`src/rtl/xcc_pkg.sv`:
```
package xcc_pkg;

  localparam int REG_W = 32;
  localparam int NCFG  = 10;
  localparam int NIRQ  = 2;

  // indices into the configuration bank
  localparam int IX_TFA  = 0;
  localparam int IX_SMOD = 1;
  localparam int IX_DMOD = 2;
  localparam int IX_SHI  = 3;
  localparam int IX_DHI  = 4;
  localparam int IX_SLO  = 5;
  localparam int IX_DLO  = 6;
  localparam int IX_BYTE = 7;
  localparam int IX_CNT  = 8;
  localparam int IX_IEN  = 9;

  localparam logic [7:0] OFF_START  = 8'h30;
  localparam logic [7:0] OFF_STATUS = 8'h40;
  localparam logic [7:0] OFF_RAW    = 8'h44;
  localparam logic [7:0] OFF_MASKED = 8'h48;

  function automatic logic [7:0] cfg_off(input int idx);
    case (idx)
      IX_TFA:  return 8'h08;
      IX_SMOD: return 8'h10;
      IX_DMOD: return 8'h14;
      IX_SHI:  return 8'h18;
      IX_DHI:  return 8'h1C;
      IX_SLO:  return 8'h20;
      IX_DLO:  return 8'h24;
      IX_BYTE: return 8'h28;
      IX_CNT:  return 8'h2C;
      default: return 8'h34;
    endcase
  endfunction

  function automatic logic [REG_W-1:0] cfg_mask(input int idx);
    case (idx)
      IX_TFA:           return 32'h00FF_003F;
      IX_SMOD, IX_DMOD: return 32'h0300_0010;
      IX_BYTE:          return 32'h03FF_FFFF;
      IX_CNT:           return 32'h0000_FFFF;
      IX_IEN:           return 32'h0000_0003;
      default:          return 32'hFFFF_FFFF;
    endcase
  endfunction

  // one raw flag: a new event beats a simultaneous clear
  function automatic logic flag_next(input logic cur, input logic ev, input logic clr);
    return ev | (cur & ~clr);
  endfunction

endpackage

```
`src/rtl/xcc_cfg_bank.sv`:
```
module xcc_cfg_bank
  import xcc_pkg::*;
#(
  parameter int ADDR_W = 8
) (
  input  logic                    clk,
  input  logic                    rst_n,
  input  logic                    wr_en,
  input  logic [ADDR_W-1:0]       wr_addr,
  input  logic [REG_W-1:0]        wr_data,
  output logic [NCFG*REG_W-1:0]   cfg_flat
);

  for (genvar g = 0; g < NCFG; g++) begin : g_reg
    localparam logic [REG_W-1:0] MASK = cfg_mask(g);
    logic              hit;
    logic [REG_W-1:0]  word_q;

    assign hit = wr_en && (wr_addr == ADDR_W'(cfg_off(g)));

    always_ff @(posedge clk) begin
      if (!rst_n)   word_q <= '0;
      else if (hit) word_q <= wr_data & MASK;
    end

    assign cfg_flat[g*REG_W +: REG_W] = word_q;
  end

endmodule

```
`src/rtl/xcc_run_ctl.sv`:
```
module xcc_run_ctl (
  input  logic clk,
  input  logic rst_n,
  input  logic start_wr,
  input  logic start_bit,
  input  logic eng_done,
  input  logic eng_err,
  output logic run_q
);

  always_ff @(posedge clk) begin
    if (!rst_n)                  run_q <= 1'b0;
    else if (start_wr)           run_q <= start_bit;
    else if (eng_done || eng_err) run_q <= 1'b0;
  end

endmodule

```
`src/rtl/xcc_irq_ctl.sv`:
```
module xcc_irq_ctl
  import xcc_pkg::*;
(
  input  logic            clk,
  input  logic            rst_n,
  input  logic            clr_wr,
  input  logic [NIRQ-1:0] clr_bits,
  input  logic [NIRQ-1:0] ev,
  input  logic [NIRQ-1:0] ien,
  output logic [NIRQ-1:0] raw_q,
  output logic [NIRQ-1:0] masked,
  output logic            irq
);

  for (genvar b = 0; b < NIRQ; b++) begin : g_flag
    logic clr_this;
    assign clr_this = clr_wr & clr_bits[b];

    always_ff @(posedge clk) begin
      if (!rst_n) raw_q[b] <= 1'b0;
      else        raw_q[b] <= flag_next(raw_q[b], ev[b], clr_this);
    end

    assign masked[b] = raw_q[b] & ien[b];
  end

  assign irq = |masked;

endmodule

```
`src/rtl/xcc_rd_port.sv`:
```
module xcc_rd_port
  import xcc_pkg::*;
#(
  parameter int ADDR_W = 8
) (
  input  logic                  clk,
  input  logic                  rst_n,
  input  logic                  rd_en,
  input  logic [ADDR_W-1:0]     rd_addr,
  input  logic [NCFG*REG_W-1:0] cfg_flat,
  input  logic                  run_q,
  input  logic                  busy,
  input  logic [NIRQ-1:0]       raw_q,
  input  logic [NIRQ-1:0]       masked,
  output logic [REG_W-1:0]      rd_data,
  output logic                  rd_valid
);

  logic [REG_W-1:0] sel;

  always_comb begin
    sel = '0;
    for (int i = 0; i < NCFG; i++) begin
      if (rd_addr == ADDR_W'(cfg_off(i))) sel = cfg_flat[i*REG_W +: REG_W];
    end
    if (rd_addr == ADDR_W'(OFF_START))  sel = {{(REG_W-1){1'b0}}, run_q};
    if (rd_addr == ADDR_W'(OFF_STATUS)) sel = {{(REG_W-1){1'b0}}, busy};
    if (rd_addr == ADDR_W'(OFF_RAW))    sel = {{(REG_W-NIRQ){1'b0}}, raw_q};
    if (rd_addr == ADDR_W'(OFF_MASKED)) sel = {{(REG_W-NIRQ){1'b0}}, masked};
  end

  always_ff @(posedge clk) begin
    if (!rst_n) begin
      rd_valid <= 1'b0;
      rd_data  <= '0;
    end else begin
      rd_valid <= rd_en;
      if (rd_en) rd_data <= sel;
    end
  end

endmodule

```
`src/rtl/xfer_chan_csr.sv`:
```
module xfer_chan_csr
  import xcc_pkg::*;
#(
  parameter int ADDR_W = 8
) (
  input  logic              clk,
  input  logic              rst_n,
  input  logic              wr_en,
  input  logic [ADDR_W-1:0] wr_addr,
  input  logic [31:0]       wr_data,
  input  logic              rd_en,
  input  logic [ADDR_W-1:0] rd_addr,
  output logic [31:0]       rd_data,
  output logic              rd_valid,
  input  logic              eng_done,
  input  logic              eng_err,
  input  logic              eng_busy,
  output logic [63:0]       cfg_src_addr,
  output logic [63:0]       cfg_dst_addr,
  output logic              cfg_src_fixed,
  output logic              cfg_dst_fixed,
  output logic [1:0]        cfg_src_width,
  output logic [1:0]        cfg_dst_width,
  output logic [25:0]       cfg_req_bytes,
  output logic [15:0]       cfg_req_count,
  output logic [7:0]        cfg_gap,
  output logic [5:0]        cfg_req_sel,
  output logic              eng_run,
  output logic              irq
);

  logic [NCFG*REG_W-1:0] cfg_flat;
  logic [REG_W-1:0]      w_tfa, w_smod, w_dmod, w_ien;

  // named internal events, shared with the checker
  logic                  start_wr;
  logic                  clr_wr;
  logic [NIRQ-1:0]       raw_q;
  logic [NIRQ-1:0]       masked;
  logic [NIRQ-1:0]       ien_bits;

  assign start_wr = wr_en && (wr_addr == ADDR_W'(OFF_START));
  assign clr_wr   = wr_en && (wr_addr == ADDR_W'(OFF_RAW));

  xcc_cfg_bank #(.ADDR_W(ADDR_W)) u_bank (
    .clk(clk), .rst_n(rst_n), .wr_en(wr_en), .wr_addr(wr_addr),
    .wr_data(wr_data), .cfg_flat(cfg_flat)
  );

  assign w_tfa  = cfg_flat[IX_TFA*REG_W  +: REG_W];
  assign w_smod = cfg_flat[IX_SMOD*REG_W +: REG_W];
  assign w_dmod = cfg_flat[IX_DMOD*REG_W +: REG_W];
  assign w_ien  = cfg_flat[IX_IEN*REG_W  +: REG_W];

  assign cfg_src_addr  = {cfg_flat[IX_SHI*REG_W +: REG_W], cfg_flat[IX_SLO*REG_W +: REG_W]};
  assign cfg_dst_addr  = {cfg_flat[IX_DHI*REG_W +: REG_W], cfg_flat[IX_DLO*REG_W +: REG_W]};
  assign cfg_src_width = w_smod[25:24];
  assign cfg_dst_width = w_dmod[25:24];
  assign cfg_src_fixed = w_smod[4];
  assign cfg_dst_fixed = w_dmod[4];
  assign cfg_req_bytes = cfg_flat[IX_BYTE*REG_W +: 26];
  assign cfg_req_count = cfg_flat[IX_CNT*REG_W  +: 16];
  assign cfg_gap       = w_tfa[23:16];
  assign cfg_req_sel   = w_tfa[5:0];
  assign ien_bits      = w_ien[NIRQ-1:0];

  xcc_run_ctl u_run (
    .clk(clk), .rst_n(rst_n), .start_wr(start_wr), .start_bit(wr_data[0]),
    .eng_done(eng_done), .eng_err(eng_err), .run_q(eng_run)
  );

  xcc_irq_ctl u_irq (
    .clk(clk), .rst_n(rst_n), .clr_wr(clr_wr), .clr_bits(wr_data[NIRQ-1:0]),
    .ev({eng_err, eng_done}), .ien(ien_bits), .raw_q(raw_q),
    .masked(masked), .irq(irq)
  );

  xcc_rd_port #(.ADDR_W(ADDR_W)) u_rd (
    .clk(clk), .rst_n(rst_n), .rd_en(rd_en), .rd_addr(rd_addr),
    .cfg_flat(cfg_flat), .run_q(eng_run), .busy(eng_busy),
    .raw_q(raw_q), .masked(masked), .rd_data(rd_data), .rd_valid(rd_valid)
  );

endmodule

```
`config.mk`:
```
export PLATFORM = sky130hd
export DESIGN_NAME = xfer_chan_csr
export DESIGN_NICKNAME = d
export VERILOG_FILES = /design/src/rtl/xcc_pkg.sv /design/src/rtl/xcc_cfg_bank.sv /design/src/rtl/xcc_run_ctl.sv /design/src/rtl/xcc_irq_ctl.sv /design/src/rtl/xcc_rd_port.sv /design/src/rtl/xfer_chan_csr.sv
export SDC_FILE = /design/constraint.sdc
export NUM_CORES = 1
export LEC_CHECK = 0
export BUFFER_PORTS_ARGS = -buffer_cell sky130_fd_sc_hd__buf_4
export CELL_PAD_IN_SITES_DETAIL_PLACEMENT = 1
export CELL_PAD_IN_SITES_GLOBAL_PLACEMENT = 1
export CORE_MARGIN = 2
export CORE_UTILIZATION = 43
export DETAILED_ROUTE_END_ITERATION = 16
export PLACE_DENSITY = 0.88
export SYNTH_ARGS = -nofsm -noshare
export SYNTH_HDL_FRONTEND = slang
export SYNTH_SLANG_ARGS = --single-unit
```
`constraint.sdc`:
```
create_clock -name clk -period 3.4 [get_ports clk]
set_input_delay 0.34 -clock clk [delete_from_list [all_inputs] [get_ports clk]]
set_output_delay 0.34 -clock clk [all_outputs]
set_load 0.005 [all_outputs]
```
==> run metrics, run 1 <==
area share of the largest cell type after synthesis=38.53%; Cell Pwr Density=~440 nW/µm²; Max IR drop VDD=0.2959 mV; dominant synthesized flop cell=dfxtp_1; initial antenna violation count=0; Routed Antenna Nets=0; net load switching power=1.392 mW; Gate power share=5.8%; DR iter-0 viols=between 800 and 900; input/output buffers=279; total global routing overflow=0; CP required=roughly 3.8 ns; type of the worst min-delay path=input port to flip-flop; crit path kind=input port to flip-flop; DR pass1 iterations=5; postcts setup bufs=0; total CTS buffers=26; synth top area cells=dfxtp_1 39%, buf_4 12%, nand2_1 12%; Area Growth Syn to Fin=15.66%; pre-CTS setup slack=0.9249 ns; Slew @ Worst Pin=0.8814 ns; layout net count=1568; residual DRC count=0; DP HPWL=about 30000 µm; switch share=23.30%; #FFs+latches synth=228; Clock Sinks=roughly 230; Max Slew Vio Count=0; Max transition margin=41.24%; sequential cell area fraction in the yosys report=38.53%; Hold Buf Count CTS=0; Util after Layout=50.69%; IO Count=280; slowest stage cell, crit path=nor4_2; Worst Slack Setup Final=1.227 ns; Routed WL per cell=about 24 µm; Final Hold Fails=0; fillers=3226; layout cells sized above 1=between 20% and 30%; GRT Util Overall=29.40%; RSZ-0062 raised after global routing=false; warning count from the yosys run=0; WL final=44120 µm; list of most frequent post-synthesis cells=363 x nand2_1, 228 x dfxtp_1, 189 x buf_4; worst hold path depth=2; first-pass GRT wire length=65900 µm; Final Cell Area=13700 µm²; vias per inst=between 5 and 6; Reg2Reg Capture Point=u_rd.rd_data[1]$_SDFFE_PN0P_; die width=170.0 µm; CTS tree=done; area of the multi-input gates=5446 µm²; worst reg2reg startpoint=u_bank.g_reg[0].word_q[1]$_SDFFE_PN0P_; largest net degree at the start of global routing=94; CP top delay family=simple AND/OR/NAND/NOR gates; largest fanout on the critical path=47; vias in the first global route=11220; synth unique cells=61; Reg area=4564 µm²; Startpoint Class=input port; Clk Latency, worst-skew pair=0.53 ns; CORE AREA=~27000 µm²; most used cell along the critical path=buf_4; syn_nets=about 1500; CP Buf/Inv Count=2; Placed Area=12810 µm²; setup violators final=0; Worst R2R Path Depth=5; r2r setup slk=2.04 ns; worst path cell trace=buf_4 > nand2_1 > nor4_2 > buf_4 > a221oi_1 > o21ai_0; setup TNS=0 ns; Max Cap Violations=0; RD Place Congestion=0.8891; Die ar.=~29000 µm²; P_int=4.581 mW; data arrival time of the worst path=2.58 ns; leading area contributor after synthesis=dfxtp_1; H-tree Lvls=1; status=complete, no violations; worst setup path endpoint=u_rd.rd_data[13]$_SDFFE_PN0P_; Clock Skew=0.007789 ns; diode count=0; Clk network pwr share=49.3%; Post-Synthesis Cells=roughly 1500; DIE HEIGHT=170.0 µm; Post-synth ARST share=0%; Post-Syn Area=11850 µm²; Syn Area/Cell=about 8.1 µm²; EDFF count, synth=0; period utilization=63.92%; fin crit period=around 2.2 ns; leakage=5.321 nW; Final Power=5.972 mW; DR vias=~11000; CTS Buffer Depth=3; most frequent cell after synthesis=nand2_1; share of power burned in registers=between 40% and 50%; CP peak stage delay=0.65 ns; fmax=about 460 MHz; CP endpoint kind=flip-flop; Root Buffer=clkbuf_16; FP Rows=60; Initial Utilization=43.83%; CTS resizes=0; Worst path depth=6; Worst Setup SP=rd_addr[2]; clock-pin slew on the worst setup and hold paths=0.06 ns
==> worst reg2reg max path: stages, from the launching register on <==
cell and delay, ns:
dfxtp_1 0.39, mux2i_1 0.11, nor4_1 0.22, a311o_1 0.16, a21oi_1 0.06, o41ai_1 0.31
==> state kept, by name, indices dropped and copies added, names as in the netlist <==
register / cells
u_bank.g.word_q: 192
u_irq.raw_q: 2
u_rd.rd_data: 32
u_rd.rd_valid: 1
u_run.run_q: 1
==> routing by layer <==
metal | GRT usage [%] | share of wire, %
met1 | 36.90 | 41
met2 | 49.97 | 47
met3 | 4.651 | 7.3
met4 | 12.89 | 4.0
met5 | 0 | 0
==> placed cells by master (no fill, tap or decap), types with 7 or more instances in the layout <==
master     instances
a211oi_1           7
a21boi_0         160
a21oi_1           21
a221oi_1          15
a22oi_1            8
a32o_1            14
and3_1             9
buf_4            306
clkbuf_16         27
clkbuf_8           8
dfxtp_1          228
inv_1             19
mux2i_1           48
nand2_1          363
nand2b_1          16
nand3_1            9
nor2_1            45
nor2b_1           55
o21ai_0           42
o221ai_1          10
o22ai_1           17
==> through the flow <==
step	hold WS, ns	cells
after global placement	0.4492	1826
final	0.03464	1873
after detailed placement	0.4518	1826
after global routing	0.02378	1873
after floorplan	0.4460	1462
after CTS	0.02736	1873
==> final cells by class <==
type                       instances  area share (%)
inverter                          19          0.5205
clock inverter                     6          0.6301
multi-input combinational        932           39.75
timing repair buffer             306           16.77
sequential                       228           33.32
clock buffer                      41           5.900
tap                              341           3.114
==> cells by family after synthesis <==
kind of cell	count (synthesis)	synth area share [%]
AND/OR/NAND/NOR	547	20.87
multiplexers	51	4.341
AO/OA/AOI/OAI	334	20.48
flip-flops	228	38.53
buffers and inverters	302	15.77
==> worst min path at each step <==
stage | from | end | slack [ns]
3_5_place_dp | u_rd.rd_data[11]$_SDFFE_PN0P_ | u_rd.rd_data[11]$_SDFFE_PN0P_ | 0.45
6_report | eng_err | u_irq.raw_q[1]$_SDFF_PN0_ | 0.03
2_1_floorplan | u_rd.rd_data[30]$_SDFFE_PN0P_ | u_rd.rd_data[30]$_SDFFE_PN0P_ | 0.45
4_1_cts | eng_err | u_irq.raw_q[1]$_SDFF_PN0_ | 0.03
5_1_grt | eng_err | u_irq.raw_q[1]$_SDFF_PN0_ | 0.02
3_3_place_gp | u_rd.rd_data[31]$_SDFFE_PN0P_ | u_rd.rd_data[31]$_SDFFE_PN0P_ | 0.45
==> power by group through the flow <==
stage                     Sequential, mW  Clock (mW)  Combinational, mW
after floorplan                     2.74           0              0.178
after global placement              2.74           0              0.329
after detailed placement            2.74           0              0.337
after CTS                           2.68        2.96              0.339
after global routing                2.68        3.06              0.365
final                               2.68        2.94              0.347
Power figures use the tool's default switching activity.
==> run 2, diff against run 1 <==
--- a/config.mk
+++ b/config.mk
@@ -9,9 +9,9 @@
 export CELL_PAD_IN_SITES_DETAIL_PLACEMENT = 1
 export CELL_PAD_IN_SITES_GLOBAL_PLACEMENT = 1
 export CORE_MARGIN = 2
-export CORE_UTILIZATION = 43
+export CORE_UTILIZATION = 40
 export DETAILED_ROUTE_END_ITERATION = 16
-export PLACE_DENSITY = 0.88
+export PLACE_DENSITY = 0.83
 export SYNTH_ARGS = -nofsm -noshare
 export SYNTH_HDL_FRONTEND = slang
 export SYNTH_SLANG_ARGS = --single-unit
==> constraint.sdc (replaced) <==
create_clock -name clk -period 2.1 [get_ports clk]
set_input_delay 0.21 -clock clk [delete_from_list [all_inputs] [get_ports clk]]
set_output_delay 0.21 -clock clk [all_outputs]
set_load 0.005 [all_outputs]
==> run metrics, run 2 (synthesis results as in run 1) <==
status=complete, no violations; total global routing overflow=0; Cell Pwr Density=650.9 nW/µm²; Die ar.=31010 µm²; CTS resizes=0; IO Count=280; Largest regs=u_bank.g.word_q: 192 flops, u_rd.rd_data: 32 flops, u_irq.raw_q: 2 flops; GRT Util Overall=27.98%; layout net count=between 1500 and 2000; DIE HEIGHT=between 150 and 200 µm; slowest stage cell, crit path=nor3_1; CTS Buffer Depth=3; DR pass1 iterations=5; die width=176.1 µm; Routed Antenna Nets=0; fmax=~610 MHz; DR vias=around 11000; Routed WL per cell=between 20 and 25 µm; commonest non-fill, non-tap cells in the layout=362 x nand2_1, 319 x buf_4, 228 x dfxtp_1; CORE AREA=29400 µm²; CTS tree=done; CP Buf/Inv Count=3; clock-pin slew on the worst setup and hold paths=0.06 ns; most used cell along the critical path=buf_4; fin crit period=1.644 ns; Max transition margin=between 50% and 60%; Fin Hold WS=0.05787 ns; Reg with most FFs=u_bank.g.word_q; total CTS buffers=26; Clk Latency, worst-skew pair=0.52 ns; initial antenna violation count=0; Clock Skew=0.006997 ns; Clock Sinks=~230; Startpoint Class=input port; CP required=~2.6 ns; flip-flop count of the largest register after layout=roughly 190; DR iter-0 viols=between 700 and 800; largest net degree at the start of global routing=~180; WL final=between 40000 and 50000 µm; CP top delay family=simple AND/OR/NAND/NOR gates; Max Cap Violations=0; RD Place Congestion=0.9385; Worst Slack Setup Final=0.4564 ns; data arrival time of the worst path=2.11 ns; Final Hold Fails=0; Max Slew Vio Count=0; residual DRC count=0; setup violators final=0; DP HPWL=30590 µm; Area Growth Syn to Fin=20.53%; pre-CTS setup slack=-0.006815 ns; vias per inst=about 5.6; Max IR drop VDD=0.4736 mV; area of the multi-input gates=5456 µm²; postcts setup bufs=0; leading cell type in the layout, fill and taps excluded=nand2_1; RSZ-0062 raised after global routing=false; worst path cell trace=buf_4 > buf_4 > or2_2 > nor3_1 > buf_4 > a22oi_1 > nand2_1 > a22o_1; FP Rows=63; period utilization=around four fifths; vias in the first global route=between 10000 and 15000; Final Power=between 9 and 10 mW; Reg area=4564 µm²; diode count=0; first-pass GRT wire length=between 60000 and 70000 µm; leakage=5.547 nW; H-tree Lvls=1; CP endpoint kind=flip-flop; layout cells sized above 1=about a quarter; crit path kind=input port to flip-flop; Initial Utilization=40.29%; input/output buffers=279; type of the worst min-delay path=input port to flip-flop; Slew @ Worst Pin=roughly 0.68 ns; Root Buffer=clkbuf_16; CP peak stage delay=between 0.4 and 0.5 ns; largest fanout on the critical path=18; fillers=3467
## run 2: layout make-up
| cell class | instances | share of cell area [%] |
|---|---|---|
| clock buffers | 39 | 5.328 |
| well taps | 390 | 3.418 |
| clock inverters | 5 | 0.2191 |
| inverters | 19 | 0.4995 |
| repair buffers | 361 | 20.35 |
| flip-flops and latches | 228 | 31.97 |
| multi-input cells | 932 | 38.22 |
## run 2: worst paths after layout
kind                                            from  slack [ns]  cells past startpoint                                     end
max reg2reg  u_bank.g_reg[5].word_q[30]$_SDFFE_PN0P_        0.68                      4           u_rd.rd_data[30]$_SDFFE_PN0P_
min reg2reg            u_rd.rd_data[14]$_SDFFE_PN0P_        0.45                      2           u_rd.rd_data[14]$_SDFFE_PN0P_
max                                       rd_addr[3]        0.46                      8           u_rd.rd_data[29]$_SDFFE_PN0P_
min                                       wr_data[4]        0.06                      3  u_bank.g_reg[7].word_q[4]$_SDFFE_PN0P_
## run 2: stage by stage
stage                      TNS (ns)  cell area (µm²)  std cells  util, %
after floorplan                   0            11850       1462        -
after global placement            0            13160       1897    44.74
after detailed placement  -0.006815            13160       1897    44.74
after CTS                         0            14280       1974    48.56
after global routing              0            14280       1974    48.56
final                             0            14280       1974    48.56
## run 2: report_power, final
part / leakage [nW] / internal (mW) / total [mW] / switching [mW]
Sequential: 1.84 / 4.34 / 4.34 / 0.00843
Combinational: 3.32 / 0.264 / 0.645 / 0.380
Clock: 0.387 / 2.48 / 4.31 / 1.82
Total: 5.55 / 7.08 / 9.29 / 2.21
## run 2: tightest hold or removal path: cells and delay by family
family / cells / cell delay [ns]
simple gates: 1 / 0.07
buf+inv: 1 / 0.17
compound gates: 1 / 0.07
## run 2: metal layers
layer	wire, µm	track usage, %	share of wire [%]
met3	2911	4.630	6.5
met2	20740	46.65	46
met1	18910	35.35	42
met4	2146	13.05	4.8
met5	0	0	0
## run 2: timing repair
item / 4_1_cts / 5_1_grt
endpoints found under the hold margin: 138 / 0
hold buffers: 33 / 0
endpoints found under the setup margin: 0 / 0
==> run 3, diff against run 2 <==
==> constraint.sdc (replaced) <==
create_clock -name clk -period 1.7 [get_ports clk]
set_input_delay 0.17 -clock clk [delete_from_list [all_inputs] [get_ports clk]]
set_output_delay 0.17 -clock clk [all_outputs]
set_load 0.005 [all_outputs]
==> run metrics, run 3 (synthesis results as in run 1) <==
Largest regs=u_bank.g.word_q: 192 flops, u_rd.rd_data: 32 flops, u_irq.raw_q: 2 flops; Reg with most FFs=u_bank.g.word_q; vias in the first global route=11760; Worst R2R Path Depth=4; Util after Layout=about 50%; layout net count=about 1700; Worst Setup SP=rst_n; Initial Utilization=40.29%; leading cell type in the layout, fill and taps excluded=nand2_1; hold path startpoint=wr_addr[5]; worst hold path depth=5; crit path kind=input port to flip-flop; type of the worst min-delay path=input port to flip-flop; input/output buffers=279; fmax=627.8 MHz; diode count=0; CP Buf/Inv Count=3; vias per inst=5.582; RD Place Congestion=0.9479; DR vias=11260; Clock Skew=0.01010 ns; Placed Area=13580 µm²; data arrival time of the worst path=2.00 ns; Reg2Reg Capture Point=u_rd.rd_data[24]$_SDFFE_PN0P_; switch share=23.90%; flip-flop count of the largest register after layout=192; fin crit period=about 1.6 ns; CP endpoint kind=flip-flop; leakage=5.812 nW; total global routing overflow=0; CP top delay family=buffers and inverters; worst path cell trace=dlygate4sd3_1 > buf_4 > buf_12 > a21boi_0; layout cells sized above 1=a little over a quarter; Hold Buf Count CTS=36; die width=176.1 µm; Startpoint Class=input port; Max IR drop VDD=around 0.60 mV; DIE HEIGHT=roughly 180 µm; DR pass1 iterations=5; residual DRC count=0; CTS resizes=0; Final Power=11.76 mW; IO Count=280; RSZ-0062 raised after global routing=false; FP Rows=63; DP HPWL=32210 µm; setup violators final=0; CTS Buffer Depth=3; period utilization=93.69%; Gate power share=7.4%; DR iter-0 viols=~840; total CTS buffers=26; Area Growth Syn to Fin=24.77%; P_int=8.947 mW; Routed Antenna Nets=0; Root Buffer=clkbuf_16; slowest stage cell, crit path=dlygate4sd3_1; status=complete, no violations; final cell count without fillers=between 2000 and 2500; CTS tree=done; Final Cell Area=14780 µm²; largest fanout on the critical path=between 200 and 250; net load switching power=2.810 mW; Slew @ Worst Pin=0.9794 ns; GRT Util Overall=29.20%; first-pass GRT wire length=70260 µm; Clk Latency, worst-skew pair=0.52 ns; fillers=3463; setup TNS=0 ns; commonest non-fill, non-tap cells in the layout=361 x nand2_1, 347 x buf_4, 228 x dfxtp_1; Clock Sinks=roughly 230; postcts setup bufs=0; CORE AREA=around 29000 µm²; Routed WL per cell=22.98 µm; Cell Pwr Density=795.5 nW/µm²; Clk network pwr share=47.0%; WL final=46370 µm; largest net degree at the start of global routing=202; CP required=2.11 ns; CP peak stage delay=0.54 ns; Max transition margin=34.71%; Max Cap Violations=0; worst reg2reg startpoint=u_bank.g_reg[4].word_q[24]$_SDFFE_PN0P_; H-tree Lvls=1; r2r setup slk=approximately 0.34 ns; Worst Hold End=u_run.run_q$_SDFFE_PN0P_; Final Hold Fails=0; clock-pin slew on the worst setup and hold paths=0.06 ns; share of power burned in registers=between 40% and 50%; Die ar.=31010 µm²; initial antenna violation count=0; Max Slew Vio Count=0; placed cell count=1935
## run 3: per-stage QoR
stage,hold slack [ns],worst slack [ns]
final,0.07421,0.1073
after global routing,0.1060,0.09617
after CTS,0.05178,0.1607
after detailed placement,0.3940,-0.3717
after global placement,0.3951,-0.3070
after floorplan,0.2939,-0.06738
## run 3: final cells by class
cell class	count	area, µm²	area share, %
Tap cell	390	488.0	3.302
Inverter	19	71.32	0.4826
Timing Repair Buffer	402	3346	22.64
Clock buffer	41	798.3	5.401
Sequential cell	228	4564	30.88
Clock inverter	6	40.04	0.2709
Multi-Input combinational cell	932	5472	37.02
## run 3: worst max path at each step
| stage | to | depth (start not counted) | slack (ns) |
|---|---|---|---|
| floorplan | u_rd.rd_data[6]$_SDFFE_PN0P_ | 6 | -0.07 |
| detailed placement | u_rd.rd_data[14]$_SDFFE_PN0P_ | 6 | -0.37 |
| finish | u_bank.g_reg[7].word_q[25]$_SDFFE_PN0P_ | 4 | 0.11 |
| CTS | u_rd.rd_data[14]$_SDFFE_PN0P_ | 8 | 0.16 |
| global route | u_rd.rd_data[4]$_SDFFE_PN0P_ | 7 | 0.1 |
| global placement | u_rd.rd_data[29]$_SDFFE_PN0P_ | 7 | -0.31 |
## run 3: tightest hold or removal path, cell delays in order
cell and delay (ns):
buf_4 0.14, nand3_1 0.07, nor2_1 0.05, nand2_1 0.05, a21boi_0 0.06
## run 3: power groups by stage
stage | Combinational, mW | Clock [mW] | Sequential, mW
floorplan | 0.359 | 0 | 5.48
global placement | 0.760 | 0 | 5.48
detailed placement | 0.774 | 0 | 5.48
CTS | 0.848 | 5.60 | 5.37
global route | 0.911 | 5.84 | 5.36
finish | 0.866 | 5.53 | 5.37
## run 3: metal layers
metal | part of all wire (%) | wire length (µm) | global-route usage [%]
met1 | 41 | 18990 | 36.35
met2 | 48 | 22390 | 50.38
met3 | 6.7 | 3118 | 4.931
met4 | 4.0 | 1869 | 11.29
met5 | 0 | 0 | 0
